### config.mk
export PLATFORM = sky130hd
export DESIGN_NAME = vdive_unit
export DESIGN_NICKNAME = d
export VERILOG_FILES = /design/src/rtl/vdive_unit.sv
export SDC_FILE = /design/constraint.sdc
export NUM_CORES = 2
export LEC_CHECK = 0
export BUFFER_PORTS_ARGS = -buffer_cell sky130_fd_sc_hd__buf_2
export CAP_MARGIN = 20
export CORE_MARGIN = 3
export CORE_UTILIZATION = 40
export CTS_CLUSTER_DIAMETER = 30
export DETAILED_ROUTE_END_ITERATION = 12
export PLACE_DENSITY = 0.55
export SETUP_SLACK_MARGIN = 0.4
export SLEW_MARGIN = 20
export SYNTH_ARGS = -nofsm -noshare
export SYNTH_HDL_FRONTEND = slang
export SYNTH_SLANG_ARGS = --single-unit
### constraint.sdc
create_clock -name clk -period 5.3 [get_ports clk]
set_input_delay 1.325 -clock clk [delete_from_list [all_inputs] [get_ports clk]]
set_output_delay 1.325 -clock clk [all_outputs]
set_load 0.05 [all_outputs]
### src/rtl/vdive_unit.sv
module vdive_unit #(
  parameter int DW = 64
) (
  input  logic            clk,
  input  logic            rst_n,
  input  logic            start,
  input  logic [10:0]     xop,
  input  logic [2*DW-1:0] opa,
  input  logic [2*DW-1:0] opb,
  output logic [2*DW-1:0] res,
  output logic            done
);
  localparam int QW = 2 * DW;
  localparam int CW = $clog2(2 * QW) + 1;

  localparam logic [10:0] OP_SD = 11'b01111001011;
  localparam logic [10:0] OP_UD = 11'b01011001011;
  localparam logic [10:0] OP_SQ = 11'b01100001011;
  localparam logic [10:0] OP_UQ = 11'b01000001011;

  logic          busy, quad, sgn;
  logic [CW-1:0] cnt;
  logic [QW-1:0] lres [3];

  wire op_ok   = (xop == OP_SD) | (xop == OP_UD) | (xop == OP_SQ) | (xop == OP_UQ);
  wire accept  = start & ~busy & op_ok;
  wire sel_q   = (xop == OP_SQ) | (xop == OP_UQ);
  wire sel_s   = (xop == OP_SD) | (xop == OP_SQ);
  wire last    = busy & (cnt == (quad ? CW'(2*QW-1) : CW'(2*DW-1)));

  always_ff @(posedge clk) begin
    if (!rst_n) begin
      busy <= 1'b0;
      quad <= 1'b0;
      sgn  <= 1'b0;
      cnt  <= '0;
      done <= 1'b0;
    end else begin
      done <= 1'b0;
      if (accept) begin
        busy <= 1'b1;
        cnt  <= '0;
        quad <= sel_q;
        sgn  <= sel_s;
      end else if (busy) begin
        cnt <= cnt + 1'b1;
        if (last) begin
          busy <= 1'b0;
          done <= 1'b1;
        end
      end
    end
  end

  for (genvar g = 0; g < 3; g++) begin : g_lane
    localparam int LW  = (g == 2) ? QW : DW;
    localparam int OFF = (g == 2) ? 0 : g * DW;

    wire [LW-1:0] ae = opa[OFF +: LW];
    wire [LW-1:0] be = opb[OFF +: LW];
    wire          an = sel_s & ae[LW-1];
    wire          bn = sel_s & be[LW-1];
    wire          ovf = sel_s & (ae == {1'b1, {(LW-1){1'b0}}}) & (&be);

    logic [LW-1:0]   aq, dm, rem, quo;
    logic [2*LW-1:0] num;
    logic            spec, neg;

    wire [LW:0] t    = {rem, num[2*LW-1]};
    wire        ge   = t >= {1'b0, dm};
    wire [LW:0] diff = t - {1'b0, dm};

    always_ff @(posedge clk) begin
      if (!rst_n) begin
        aq <= '0; dm <= '0; rem <= '0; quo <= '0; num <= '0;
        spec <= 1'b0; neg <= 1'b0;
      end else if (accept) begin
        aq   <= ae;
        dm   <= bn ? -be : be;
        num  <= {(an ? -ae : ae), {LW{1'b0}}};
        rem  <= '0;
        quo  <= '0;
        spec <= (be == '0) | ovf;
        neg  <= an ^ bn;
      end else if (busy) begin
        rem <= ge ? diff[LW-1:0] : t[LW-1:0];
        num <= num << 1;
        quo <= {quo[LW-2:0], ge};
      end
    end

    wire [LW-1:0] lv = spec ? aq : (neg ? -quo : quo);
    assign lres[g] = QW'(lv);
  end

  assign res = quad ? lres[2] : {lres[1][DW-1:0], lres[0][DW-1:0]};
endmodule


==> results.yml <==
yosys:
  yosysWarnings: 0
  synthDistinctLibCells: 88
  syn_area_per_cell_um2: 7.526
  synth-async-reset-ratio: 0
  ys.flop_type: "dfxtp_1"
  synth-seq-area-share: 0.2946
  syn_area_um2: 79310
  synth_seq_cells: 1167
  synth_edf_count: 0
  syn_nets: 11078
  syn-instance-count: 10539
setup_path:
  path_delay_family: "simple AND/OR/NAND/NOR gates"
  reg2reg_depth: 16
  cpMostUsedCell: "or3_4"
  crit_type: "flip-flop to output port"
  required_ps: 3970
  ff2ff_setup_slack_ps: 600
  cp.buffers_inverters: 2
  path_cells: "or4_4 -> or4_4 -> buf_4 -> or3_4 -> or3_4 -> or3_4 -> or3_4 -> or3_4 -> o21ai_4 -> nand2_1 -> xnor2_1 -> o21ai_1 -> o22ai_2 -> a21oi_4 -> buf_8"
  critPathSlowestCell: "or4_4"
  path_max_fanout: 3
  start_kind: "flip-flop"
  end_kind: "output port"
  arrival_ps: 5130
  critPathMaxStageDelay_ps: 520
  worst-path-stages: 15
cells_and_area:
  fin_nets: 11488
  layout-drive-gt1-share: 0.1688
  final_area_um2: 101200
  syn_to_final_growth_pct: 27.64
global_routing:
  grt_max_degree: 155
  overflow: 0
  antenna_found_initial: 67
  grt_use_total: 0.3018
  grt_pass1_vias: 78266
  grt_pass1_wl_mm: 483.4
die:
  rows: 162
  coreArea_um2: 196000
  die-area_um2: 203700
  die_w_um: 451.3
  start_util: 0.4046
  top_level_ports: 399
  die-height_um: 451.3
clocking:
  clk_latency_ps: 930
  clk_pin_slew_worst_paths_ps: 40
  cts_hold_buf: 0
  cts_max_level: 5
  cts_buffer_depth: 4
  cts_sinks: 1167
  cts_inserted_buffers: 346
  root_buffer: "clkbuf_16"
  tritoncts: "built"
sta:
  final-hold-violation-count: 0
  relSlewSlack: 0.2208
  layout_min_cycle_time_ps: 6459
  drv_slew: 0
  hold_ws_ps: 464.9
  fin_crit_sh: 1.219
  tightestPinTransition_ps: 1158
  setup_viol: 105
  rsz0062_at_grt: "yes"
  final.setup.worst_slack_ps: -1159
  max_clock_freq_mhz: 154.8
  finClkSkew_ps: 79.17
place:
  post-place-ws_ps: -464.4
  gp_congestion: 0.9714
  dp_hpwl_mm: 235.7
  io_buffers: 398
  dpl-instance-area_um2: 85770
hold_path:
  holdPathStages: 2
  hold_class: "flip-flop to flip-flop"
pwr:
  power_mw: 31.96
  irDropWorstVdd_mv: 0.3591
  power_density_nw_per_um2: 315.7
  power_leakage_nw: 42.47
run_status:
  violations: "negative setup slack"
  outcome: "complete, but fails checks"
route:
  ant_nets: 0
  drtIter0Drc: 6390
  remaining_drc_errors: 0
  wire_per_inst_um: 23.12
  first_pass_iters: 6
  drt-total-wl_mm: 321.0
  vias: 80367
  viasPerCell: 5.787
flow_run:
  max-cap-violations: 0
final timing paths:
check	end	from
max	res[116]	g_lane[1].quo[12]$_SDFFE_PP0P_
min	g_lane[2].dm[86]$_SDFFE_PN0P_	g_lane[2].dm[86]$_SDFFE_PN0P_
max reg2reg	g_lane[2].rem[112]$_SDFFE_PP0P_	g_lane[2].num[255]$_SDFFE_PN0P_
min reg2reg	g_lane[2].dm[86]$_SDFFE_PN0P_	g_lane[2].dm[86]$_SDFFE_PN0P_
logic make-up after synthesis:
| family | share of synthesized area |
|---|---|
| multiplexers | 0.05359 |
| buffers and inverters | 0.05479 |
| adder cells (fa/ha/maj) | 0.04272 |
| XOR/XNOR | 0.1004 |
| AO/OA/AOI/OAI | 0.2541 |
| flip-flops | 0.2946 |
| AND/OR/NAND/NOR | 0.1999 |
layout by cell type, fill, tap and decap left out, types with 59 or more instances in the layout:
master        n
clkbuf_16   353
a211oi_1    119
xor2_1      456
o21ai_2      78
or3_1       154
nand2b_1     61
nand4_1     149
o211a_1     189
a21boi_0    162
o21ai_0     670
o31ai_1      65
a21o_1      110
clkinv_2     63
o21bai_1     70
nor2_1      975
ha_1        265
buf_4       356
nor4_1       88
nand3_1     146
mux2i_1     417
buf_2       278
nand2_1    1327
o221ai_1    243
a21oi_1     889
dfxtp_1    1152
and2_1       90
o211ai_1    102
inv_1       371
xnor2_1     424
nor3_1      154
buf_6       161
clkbuf_8     59
power breakdown:
part	switching (mW)	total [mW]	leakage (nW)	internal, mW
registers	0.00854	8.83	9.40	8.82
clock network	6.13	21.4	5.90	15.3
logic	1.14	1.73	27.2	0.596
registers in the layout (all words and copies together) (netlist names):
name and flops:
g_lane.quo 256, g_lane.rem 256, g_lane.dm 255, g_lane.num 255, g_lane.aq 128, cnt 9
g_lane.spec 3, g_lane.neg 2, busy 1, done 1, quad 1
worst min-delay path: stages, from the launching register on:
cell and delay, ps:
dfxtp_1 300, nand2_1 50, a21boi_0 60
through the flow:
stage	util	std cells	TNS, ps
3_5_place_dp	0.4376	13156	-6987
2_1_floorplan	-	10539	-489.0
5_1_grt	0.5164	13877	-89750
3_3_place_gp	0.4376	13156	-6628
4_1_cts	0.5103	13801	-71410
6_report	0.5165	13887	-71810
cell type report:
type                    instances  area, um^2
fillers                     18946       94770
multi-input cells            8217       54190
flip-flops and latches       1167       23400
clock buffers                 441        9733
repair buffers                841        6733
well taps                    2624        3283
clock inverters               170        2356
inverters                     376        1420
diodes                         51       127.6
synthesized netlist by cell type, types with 70 or more instances:
master    number  area, um^2
nand4_1      149       932.1
a211oi_1     126       945.9
xnor2_1      444        3889
nand2_1     1364        5120
clkbuf_1     706        2650
nand3_1      150       750.7
nor4_1        90       563.0
ha_1         266        3328
o21bai_1      70       525.5
inv_1        373        1400
dfxtp_1     1167       23360
o21ai_0      793        3969
xor2_1       465        4073
o211a_1      189        1892
o211ai_1     102       765.7
a21o_1       110       825.8
o221ai_1     249        2181
a21boi_0     162        1216
a21oi_1      917        4589
o31ai_1       98       735.7
mux2i_1      419        4194
and2_1        95       594.3
nor3_1       156       780.8
nor2_1       988        3709
or3_1        180        1126
layer usage:
layer	track usage	share of wire	vias up	routed length [um]
li1	-	-	38479	-
met1	0.3848	0.42	38312	136400
met2	0.4959	0.47	2802	149700
met3	0.04250	0.056	768	18080
met4	0.1537	0.052	6	16850
met5	0	0.00012	-	37
timing repair:
| item | in CTS | in global routing |
|---|---|---|
| setup buffers | 34 | 34 |
| setup endpoints to repair | 118 | 193 |
| cloned | 0 | 1 |
| pin swaps | 107 | 103 |
| resized for setup | 531 | 186 |
Note: power is estimated with default switching activity, not from simulation.
